`src/rtl/irq_pkg.sv`:
```
package irq_pkg;

    localparam int NSRC = 6;
    localparam int IDXW = 3;
    localparam int NEXT = 2;
    localparam logic [7:0] ENABLE_WMASK = 8'hBF;

    typedef enum logic [1:0] {
        RA_ENABLE = 2'd0,
        RA_LEVEL  = 2'd1,
        RA_SENSE  = 2'd2,
        RA_NONE   = 2'd3
    } reg_addr_e;

    typedef struct packed {
        logic            gate;
        logic            resv;
        logic [NSRC-1:0] src;
    } enable_t;

    typedef struct packed {
        logic            valid;
        logic [IDXW-1:0] idx;
    } pick_t;

    // lowest set index wins
    function automatic pick_t first_set(input logic [NSRC-1:0] v);
        pick_t p;
        p = '0;
        for (int i = NSRC - 1; i >= 0; i--) begin
            if (v[i]) begin
                p.valid = 1'b1;
                p.idx   = IDXW'(i);
            end
        end
        return p;
    endfunction

    function automatic logic [15:0] vec_of(input logic [IDXW-1:0] idx,
                                           input logic [15:0] base,
                                           input logic [15:0] step);
        return base + step * 16'(idx);
    endfunction

endpackage

```
`src/rtl/irq_regs.sv`:
```
module irq_regs
    import irq_pkg::*;
(
    input  logic             clk,
    input  logic             rst,
    input  logic             we,
    input  logic [1:0]       addr,
    input  logic [7:0]       wdata,
    output logic [7:0]       rdata,
    output logic             gate_o,
    output logic [NSRC-1:0]  src_en_o,
    output logic [NSRC-1:0]  level_o,
    output logic [NEXT-1:0]  sense_o
);

    enable_t         en_q;
    logic [NSRC-1:0] level_q;
    logic [NEXT-1:0] sense_q;

    always_ff @(posedge clk) begin
        if (rst) begin
            en_q    <= '0;
            level_q <= '0;
            sense_q <= '0;
        end else if (we) begin
            case (reg_addr_e'(addr))
                RA_ENABLE: en_q    <= enable_t'(wdata & ENABLE_WMASK);
                RA_LEVEL:  level_q <= wdata[NSRC-1:0];
                RA_SENSE:  sense_q <= wdata[NEXT-1:0];
                default:   ;
            endcase
        end
    end

    always_comb begin
        case (reg_addr_e'(addr))
            RA_ENABLE: rdata = en_q;
            RA_LEVEL:  rdata = 8'(level_q);
            RA_SENSE:  rdata = 8'(sense_q);
            default:   rdata = '0;
        endcase
    end

    assign gate_o   = en_q.gate;
    assign src_en_o = en_q.src;
    assign level_o  = level_q;
    assign sense_o  = sense_q;

endmodule

```
`src/rtl/irq_ext_sense.sv`:
```
module irq_ext_sense #(
    parameter int SYNC_STAGES = 2
) (
    input  logic clk,
    input  logic rst,
    input  logic pin_n,
    input  logic trans_mode,
    input  logic clr,
    output logic req
);

    logic [SYNC_STAGES-1:0] sync_q;
    logic                   prev_q;
    logic                   flag_q;
    logic                   pin_s;

    assign pin_s = sync_q[SYNC_STAGES-1];

    always_ff @(posedge clk) begin
        if (rst) begin
            sync_q <= '1;
            prev_q <= 1'b1;
            flag_q <= 1'b0;
        end else begin
            sync_q <= {sync_q[SYNC_STAGES-2:0], pin_n};
            prev_q <= pin_s;
            if (!trans_mode)
                flag_q <= 1'b0;
            else if (prev_q && !pin_s)
                flag_q <= 1'b1;
            else if (clr)
                flag_q <= 1'b0;
        end
    end

    assign req = trans_mode ? flag_q : !pin_s;

    // a latched transition survives until its acknowledge
    a_r8_flag_held: assert property (@(posedge clk) disable iff (rst)
        (trans_mode && flag_q && !clr) |=> flag_q);

endmodule

```
`src/rtl/irq_arbiter.sv`:
```
module irq_arbiter
    import irq_pkg::*;
#(
    parameter logic [15:0] VEC_BASE = 16'h0003,
    parameter logic [15:0] VEC_STEP = 16'h0008
) (
    input  logic [NSRC-1:0] src_req,
    input  logic            gate,
    input  logic [NSRC-1:0] src_en,
    input  logic [NSRC-1:0] level,
    input  logic            isr_hi,
    input  logic            isr_lo,
    output pick_t           sel,
    output logic            sel_hi,
    output logic            irq_req,
    output logic [15:0]     irq_vec
);

    logic [NSRC-1:0] elig;
    pick_t           hi_p;
    pick_t           lo_p;

    assign elig = gate ? (src_req & src_en) : '0;
    assign hi_p = first_set(elig & level);
    assign lo_p = first_set(elig & ~level);

    always_comb begin
        sel    = '0;
        sel_hi = 1'b0;
        if (!isr_hi) begin
            if (hi_p.valid) begin
                sel    = hi_p;
                sel_hi = 1'b1;
            end else if (!isr_lo) begin
                sel = lo_p;
            end
        end
    end

    assign irq_req = sel.valid;
    assign irq_vec = sel.valid ? vec_of(sel.idx, VEC_BASE, VEC_STEP) : 16'h0000;

endmodule

```
`src/rtl/mcu_irq_ctrl.sv`:
```
module mcu_irq_ctrl
    import irq_pkg::*;
#(
    parameter logic [15:0] VEC_BASE    = 16'h0003,
    parameter logic [15:0] VEC_STEP    = 16'h0008,
    parameter int          SYNC_STAGES = 2
) (
    input  logic        clk,
    input  logic        rst,
    input  logic        reg_we,
    input  logic [1:0]  reg_addr,
    input  logic [7:0]  reg_wdata,
    output logic [7:0]  reg_rdata,
    input  logic [1:0]  ext_n,
    input  logic        tmr0_ovf,
    input  logic        tmr1_ovf,
    input  logic        ser_rx,
    input  logic        ser_tx,
    input  logic        tmr2_ovf,
    input  logic        tmr2_cap,
    input  logic        irq_ack,
    input  logic        irq_ret,
    output logic        irq_req,
    output logic [15:0] irq_vec
);

    localparam logic [15:0] VEC_LAST = VEC_BASE + VEC_STEP * 16'(NSRC - 1);

    logic            gate;
    logic [NSRC-1:0] src_en;
    logic [NSRC-1:0] level;
    logic [NEXT-1:0] sense;
    logic [NSRC-1:0] src_req;
    pick_t           sel;
    logic            sel_hi;
    logic            take;
    logic            isr_hi, isr_lo;
    logic            hi_n, lo_n;

    irq_regs u_regs (
        .clk      (clk),
        .rst      (rst),
        .we       (reg_we),
        .addr     (reg_addr),
        .wdata    (reg_wdata),
        .rdata    (reg_rdata),
        .gate_o   (gate),
        .src_en_o (src_en),
        .level_o  (level),
        .sense_o  (sense)
    );

    // external pins sit at even source indices 0 and 2
    for (genvar k = 0; k < NEXT; k++) begin : g_ext
        irq_ext_sense #(.SYNC_STAGES(SYNC_STAGES)) u_sense (
            .clk        (clk),
            .rst        (rst),
            .pin_n      (ext_n[k]),
            .trans_mode (sense[k]),
            .clr        (take && sel.idx == IDXW'(2 * k)),
            .req        (src_req[2 * k])
        );
    end

    assign src_req[1] = tmr0_ovf;
    assign src_req[3] = tmr1_ovf;
    assign src_req[4] = ser_rx | ser_tx;
    assign src_req[5] = tmr2_ovf | tmr2_cap;

    irq_arbiter #(.VEC_BASE(VEC_BASE), .VEC_STEP(VEC_STEP)) u_arb (
        .src_req (src_req),
        .gate    (gate),
        .src_en  (src_en),
        .level   (level),
        .isr_hi  (isr_hi),
        .isr_lo  (isr_lo),
        .sel     (sel),
        .sel_hi  (sel_hi),
        .irq_req (irq_req),
        .irq_vec (irq_vec)
    );

    assign take = irq_ack && irq_req;

    // return closes the innermost level first, then an accepted vector opens its level
    always_comb begin
        hi_n = isr_hi;
        lo_n = isr_lo;
        if (irq_ret) begin
            if (isr_hi) hi_n = 1'b0;
            else        lo_n = 1'b0;
        end
        if (take) begin
            if (sel_hi) hi_n = 1'b1;
            else        lo_n = 1'b1;
        end
    end

    always_ff @(posedge clk) begin
        if (rst) begin
            isr_hi <= 1'b0;
            isr_lo <= 1'b0;
        end else begin
            isr_hi <= hi_n;
            isr_lo <= lo_n;
        end
    end

    a_r3_gate_closed: assert property (@(posedge clk) disable iff (rst)
        !gate |-> !irq_req);

    a_r5_vec_grid: assert property (@(posedge clk) disable iff (rst)
        irq_req |-> (irq_vec >= VEC_BASE && irq_vec <= VEC_LAST &&
                     ((irq_vec - VEC_BASE) % VEC_STEP) == 16'h0000));

    a_r10_hi_blocks_all: assert property (@(posedge clk) disable iff (rst)
        isr_hi |-> !irq_req);

    a_r10_lo_only_preempt: assert property (@(posedge clk) disable iff (rst)
        (isr_lo && irq_req) |-> sel_hi);

    a_r11_ret_closes_hi: assert property (@(posedge clk) disable iff (rst)
        (irq_ret && isr_hi) |=> !isr_hi);

    a_r12_stray_ack: assert property (@(posedge clk) disable iff (rst)
        (irq_ack && !irq_req && !irq_ret) |=> ($stable(isr_hi) && $stable(isr_lo)));

endmodule

```
`config.mk`:
```
export PLATFORM = sky130hd
export DESIGN_NAME = mcu_irq_ctrl
export DESIGN_NICKNAME = d
export VERILOG_FILES = /design/src/rtl/irq_pkg.sv /design/src/rtl/irq_regs.sv /design/src/rtl/irq_ext_sense.sv /design/src/rtl/irq_arbiter.sv /design/src/rtl/mcu_irq_ctrl.sv
export SDC_FILE = /design/constraint.sdc
export NUM_CORES = 1
export LEC_CHECK = 0
export BUFFER_PORTS_ARGS = -buffer_cell sky130_fd_sc_hd__buf_2
export CORE_MARGIN = 8
export CORE_UTILIZATION = 44
export CTS_CLUSTER_DIAMETER = 200
export DETAILED_ROUTE_END_ITERATION = 6
export GPL_TIMING_DRIVEN = 0
export PLACE_DENSITY = 0.71
export SYNTH_ARGS = -nofsm -noshare
export SYNTH_HDL_FRONTEND = slang
export SYNTH_SLANG_ARGS = --single-unit
```
`constraint.sdc`:
```
create_clock -name clk -period 2.8 [get_ports clk]
set_input_delay 0.14 -clock clk [delete_from_list [all_inputs] [get_ports clk]]
set_output_delay 0.14 -clock clk [all_outputs]
set_load 0.1 [all_outputs]
```
# [Yosys cells after proc, flatten, opt, wreduce, memory -nomap -nowiden]
# Index checks and enable logic that the tools add are counted.
# Widths: inputs -> output; s select.
[word_totals] regBits=25 output_inout_bits=25 word_cells=73
[classes] add_sub_neg=1 eq_ne=3 mux=33 bitwise_logic=8 reduce_logical=16
[op_table] op="$mux 4" n=15
[op_table] op="$pmux 8 s3" n=1
[op_table] op="$and 6x6->6" n=3
[op_table] op="$mux 16" n=1
[op_table] op="$mux 1" n=15
[op_table] op="$add 2x6->7 const A" n=1
[op_table] op="$mux 6" n=1
[op_table] op="$not 6->6" n=1
[op_table] op="$reduce_and 2->1" n=3
[op_table] op="$logic_and 1x1->1" n=5
[op_table] op="$reduce_bool 2->1" n=2
[op_table] op="$reduce_or 2->1" n=2
[op_table] op="$eq 3x2->1 const B" n=1
[op_table] op="$logic_not 3->1" n=1
[op_table] op="$eq 2x1->1 const B" n=1
[op_table] op="$eq 2x2->1 const B" n=1
[op_table] op="$logic_not 1->1" n=2
[op_table] op="$logic_not 2->1" n=1
[op_table] op="$not 1->1" n=2
[op_table] op="$or 1x1->1" n=2

# [Longest topological paths before layout]
[logic_depth] ltp_word=18 mapped_depth=7 ltp_nobuf=6

# [Modules after synthesis]
# A second synthesis with hierarchy kept.
[unflattened] hier_cells=178 area_unflattened_um2=1644.1
[modules_own_cells] module="irq_regs" n_inst=1 cells_each=79 area_each_um2=784.5 seq_area_each_um2=300.3
[modules_own_cells] module="irq_arbiter" n_inst=1 cells_each=60 area_each_um2=439.2 seq_area_each_um2=0.0
[modules_own_cells] module="irq_ext_sense" n_inst=2 cells_each=13 area_each_um2=147.6 seq_area_each_um2=80.1
[modules_own_cells] module="mcu_irq_ctrl" n_inst=1 cells_each=13 area_each_um2=125.1 seq_area_each_um2=40.0

# [Least setup slack after synthesis]
# Ideal clock, no wire load.
[synth_timing] path_kind="register -> output" start="register u_regs.sense_q[1] (netlist: u_regs.sense_o[1])" end="output irq_vec[0]" t_arrival_ps=3199 required_time_ps=2660 setup_slack_ps=-539 path_stages_with_launch=7 n_path_buf=1 cell_sequence="dfxtp_1 > nor2b_4 > or4_4 > nand2_2 > o31ai_1 > a21oi_1 > buf_4"
[synth_via] elab_chain_len=11
[synth_lines] element="start: declaration" line="irq_regs.sv:18" text="logic [NEXT-1:0] sense_q;"
[synth_lines] element="start signal: assignment" line="irq_regs.sv:29" text="RA_SENSE: sense_q <= wdata[NEXT-1:0];"
[synth_lines] element="$mux 1 (*)" line="irq_ext_sense.sv:36" text="assign req = trans_mode ? flag_q : !pin_s;"
[synth_lines] element="$and 6x6->6 (*)" line="irq_arbiter.sv:23" text="assign elig = gate ? (src_req & src_en) : '0;"
[synth_lines] element="$mux 6 (*)" line="irq_arbiter.sv:23"
[synth_lines] element="$and 6x6->6" line="irq_arbiter.sv:25" text="assign lo_p = first_set(elig & ~level);"
[synth_lines] element="$mux 4 (3 in series)" line="irq_pkg.sv:31" text="if (v[i]) begin"
[synth_lines] element="$mux 4" line="irq_arbiter.sv:34" text="end else if (!isr_lo) begin"
[synth_lines] element="$mux 4 (*)" line="irq_arbiter.sv:31" text="if (hi_p.valid) begin"
[synth_lines] element="$mux 4 (*)" line="irq_arbiter.sv:30" text="if (!isr_hi) begin"
[synth_lines] element="named net irq_req" line="mcu_irq_ctrl.sv:23" text="output logic irq_req,"
[synth_lines] element="$mux 16 (*)" line="irq_arbiter.sv:41" text="assign irq_vec = sel.valid ? vec_of(sel.idx, VEC_BASE, VEC_STEP) : 16'h0000;"
[synth_lines] element="end: declaration" line="mcu_irq_ctrl.sv:24" text="output logic [15:0] irq_vec"
# Mark *: on every way through the listed nets, which the timed path passes. The rest lies on a longest branch.

# [Final worst setup path]
[layout_timing] start="register u_regs.en_q (netlist bit u_regs.gate_o)" end="output irq_vec[3]"
[layout_via] elab_chain_len=13
[layout_lines] element="start: declaration" line="irq_regs.sv:16" text="enable_t en_q;"
[layout_lines] element="start signal: assignment" line="irq_regs.sv:27" text="RA_ENABLE: en_q <= enable_t'(wdata & ENABLE_WMASK);"
[layout_lines] element="$mux 6 (*)" line="irq_arbiter.sv:23"
[layout_lines] element="$and 6x6->6" line="irq_arbiter.sv:25"
[layout_lines] element="$mux 4 (6 in series)" line="irq_pkg.sv:31"
[layout_lines] element="$mux 4" line="irq_arbiter.sv:34"
[layout_lines] element="$mux 4 (*)" line="irq_arbiter.sv:31"
[layout_lines] element="$mux 4 (*)" line="irq_arbiter.sv:30"
[layout_lines] element="$add 2x6->7" line="irq_pkg.sv:42" text="return base + step * 16'(idx);"
[layout_lines] element="$mux 16 (*)" line="irq_arbiter.sv:41"
# Mark *: on every way between the ends. The rest lies on a longest branch, timed or not.

==> impl_metrics.csv <==
group,metric,value,unit
cells_and_area,final_layout_size_suffix_gt1_share,30.1,%
die,rows,21,
sta,holdWs,71.7,ps
die,initial_core_util,45.2,%
sta,fmax,0.406,GHz
global_routing,grtUsageTotal,13.0,%
cells_and_area,nNetsFinal,250,
setup_path,start_kind,"register",
cts,cts_tree,"built",
sta,rsz0062_at_grt,"false",
setup_path,critical_path_class,"reg2out",
drt,drt_first_pass_iters,4,
cts,clk_latency,310,ps
sta,setup_violations,0,
sta,maxSlewViolCount,0,
sta,tightestPinTransition,501,ps
power_and_ir_drop,vdd_drop_max,0.000309,V
synth,synth_top_area_cell,"dfxtp_1",
drt,viasPerCell,4.79,
cts,cts-root-buf,"clkbuf_4",
global_routing,grt_pass1_wl,5750,um
synth,ys_seq_area_share,33.4,%
synth,synth_warnings,0,
place,io_buffers,32,
drt,drt_iter0_markers,38,
cells_and_area,layout_commonest_cell,"buf_2",
place,place.gp.congestion,0.924,
cts,path_clk_slew,130,ps
outcome,outcome,"finished, final reports clean",
cells_and_area,syn_to_final_growth,21.0,%
global_routing,grt_antenna_before_repair,0,
setup_path,slowest_stage,"dfxtp_1",
sta,finClkSkew,1.51,ps
die,pin_count,48,
synth,synthArstFlopShare,0,%
cells_and_area,mostFrequentLayoutCells,"buf_2, dfxtp_1, nor2_1",
setup_path,critPathMaxFanout,10,
sta,fin_ws,334,ps
sta,slew-limit-headroom,66.6,%
drt,wl_per_cell,12.8,um
sta,hold_viol,0,
drt,drt_wl_total,3480,um
setup_path,arrival,2330,ps
synth,synth_area_leaders,"dfxtp_1, mux2i_1, buf_4",
die,die_h,74.3,um
synth,synth_edf_count,0,
setup_path,critPathMaxStageDelay,420,ps
place,dp_hpwl,2820,um
global_routing,grt_max_degree,14,
cts,cts_buffer_depth,2,
synth,synthFlopType,"dfxtp_1",
drt,drc,0,
synth,syn_inst,177,
sta,finalSetupTns,0,ps
synth,syn-mean-instance-area,8.45,um2
global_routing,grt_pass1_vias,1272,
run,maxCapViolCount,0,
setup_path,cp.required,2660,ps
drt,num_vias,1302,
setup_path,endpoint_kind,"output pin",
synth,synth_seq_cells,25,
synth,synth_top_area_share,33.4,%
place,dp_slack,670,ps
die,die_w,74.3,um
cts,cts_resized,0,
cts,clock-sinks,25,
power_and_ir_drop,pwr_density_cell,395,nW/um2
synth,synthDistinctLibCells,44,
sta,fin_crit,2470,ps
die,core_area,3310,um2
power_and_ir_drop,p_leak,0.000868,uW
cells_and_area,nFillCells,341,
sta,fin_crit_sh,88.1,%
synth,synth_area,1500,um2
cts,h-tree-depth,1,
drt,antenna_left,0,
min_path,hold_class,"in2reg",
cells_and_area,antennaDiodeCount,0,
die,die_area,5520,um2
cts,cts_buffers,3,
setup_path,cp_cell_sequence,"buf_4 -> o211ai_1 -> a211oi_1 -> o221ai_1 -> nor3_1 -> o21bai_2 -> inv_1 -> buf_2",
global_routing,grt_remaining_overflow,0,
==> synthesized netlist by cell type (2+ instances only) <==
| library cell | instances |
|---|---|
| nand4_1 | 3 |
| o31ai_1 | 2 |
| buf_4 | 15 |
| nor3_1 | 2 |
| o211ai_1 | 2 |
| clkbuf_1 | 3 |
| nor2b_1 | 9 |
| a31oi_1 | 3 |
| nand3_1 | 5 |
| nor2_1 | 21 |
| nand2_2 | 2 |
| dfxtp_1 | 25 |
| a21oi_1 | 5 |
| or2_1 | 2 |
| nor3b_1 | 2 |
| mux2i_1 | 19 |
| or2_2 | 6 |
| nand2b_1 | 4 |
| inv_1 | 5 |
| nand2_1 | 9 |
| o21ai_0 | 7 |
| and3_1 | 2 |
| a211oi_1 | 2 |
| nand4b_1 | 2 |
==> per-stage QoR <==
step	power (uW)	cells	instance area, um2	utilization, %
floorplan	528	188	1550	-
CTS	721	272	1810	54.7
finish	715	272	1810	54.7
detailed placement	560	266	1760	53.3
global placement	559	266	1760	53.3
global route	744	272	1810	54.7
==> area by class of cell <==
type	count	area (um2)	share of cell area [%]
clock buffers	4	26.3	1.45
inverters	5	18.8	1.04
well taps	46	57.6	3.18
plain buffers	20	133	7.33
flip-flops and latches	25	500	27.6
multi-input cells	138	895	49.4
repair buffers	34	180	9.95
==> where the power goes <==
group | internal (uW) | switching [uW] | leakage (uW) | total (uW)
Clock | 55.6 | 104 | 0.0000150 | 160
Sequential | 367 | 9.56 | 0.000204 | 376
Combinational | 47.0 | 132 | 0.000649 | 179
Total | 469 | 246 | 0.000868 | 715
==> worst paths after layout <==
path,from,end,slack (ps),depth (start not counted)
setup / recovery,u_regs.gate_o$_SDFFE_PP0P_,irq_vec[3],330,8
hold / removal,reg_wdata[4],u_regs.level_o[4]$_SDFFE_PP0P_,70,3
setup reg to reg,u_regs.sense_o[1]$_SDFFE_PP0P_,g_ext[1].u_sense.flag_q$_SDFFE_PP0P_,1060,6
hold reg to reg,g_ext[0].u_sense.sync_q[0]$_SDFF_PP1_,g_ext[0].u_sense.sync_q[1]$_SDFF_PP1_,430,1
==> state kept, by name, indices dropped and copies added (netlist names) <==
| register | flops |
|---|---|
| g_ext.u_sense.prev_q | 2 |
| u_regs.src_en_o | 6 |
| g_ext.u_sense.sync_q | 4 |
| u_regs.sense_o | 2 |
| isr_hi | 1 |
| u_regs.level_o | 6 |
| u_regs.gate_o | 1 |
| g_ext.u_sense.flag_q | 2 |
| isr_lo | 1 |
==> timing repair <==
item,4_1_cts,5_1_grt
endpoints found under the hold margin,2,0
buffers inserted,0,0
hold buffers,2,0
==> per-layer routing <==
layer / up-vias / track usage, % / part of all wire, %
met4: 0 / 3.48 / 0.60
li1: 692 / - / -
met5: - / 0 / 0
met3: 2 / 3.10 / 6.8
met1: 574 / 16.9 / 49
met2: 34 / 21.0 / 43
==> critical path, delay by kind of cell, from the launching register on <==
| kind | cells | cell delay [ps] |
|---|---|---|
| AOI/OAI and AO/OA | 4 | 670 |
| DFF | 1 | 420 |
| buffers and inverters | 3 | 660 |
| and+or+nand+nor | 1 | 260 |
==> logic make-up after synthesis <==
| family | Yosys count | share of synthesized area, % |
|---|---|---|
| flops | 25 | 33.4 |
| buf+inv | 25 | 10.1 |
| compound gates | 30 | 14.2 |
| simple gates | 77 | 29.3 |
| other cells | 1 | 0.251 |
| mux | 19 | 12.7 |
(Power assumes the default switching activity.)
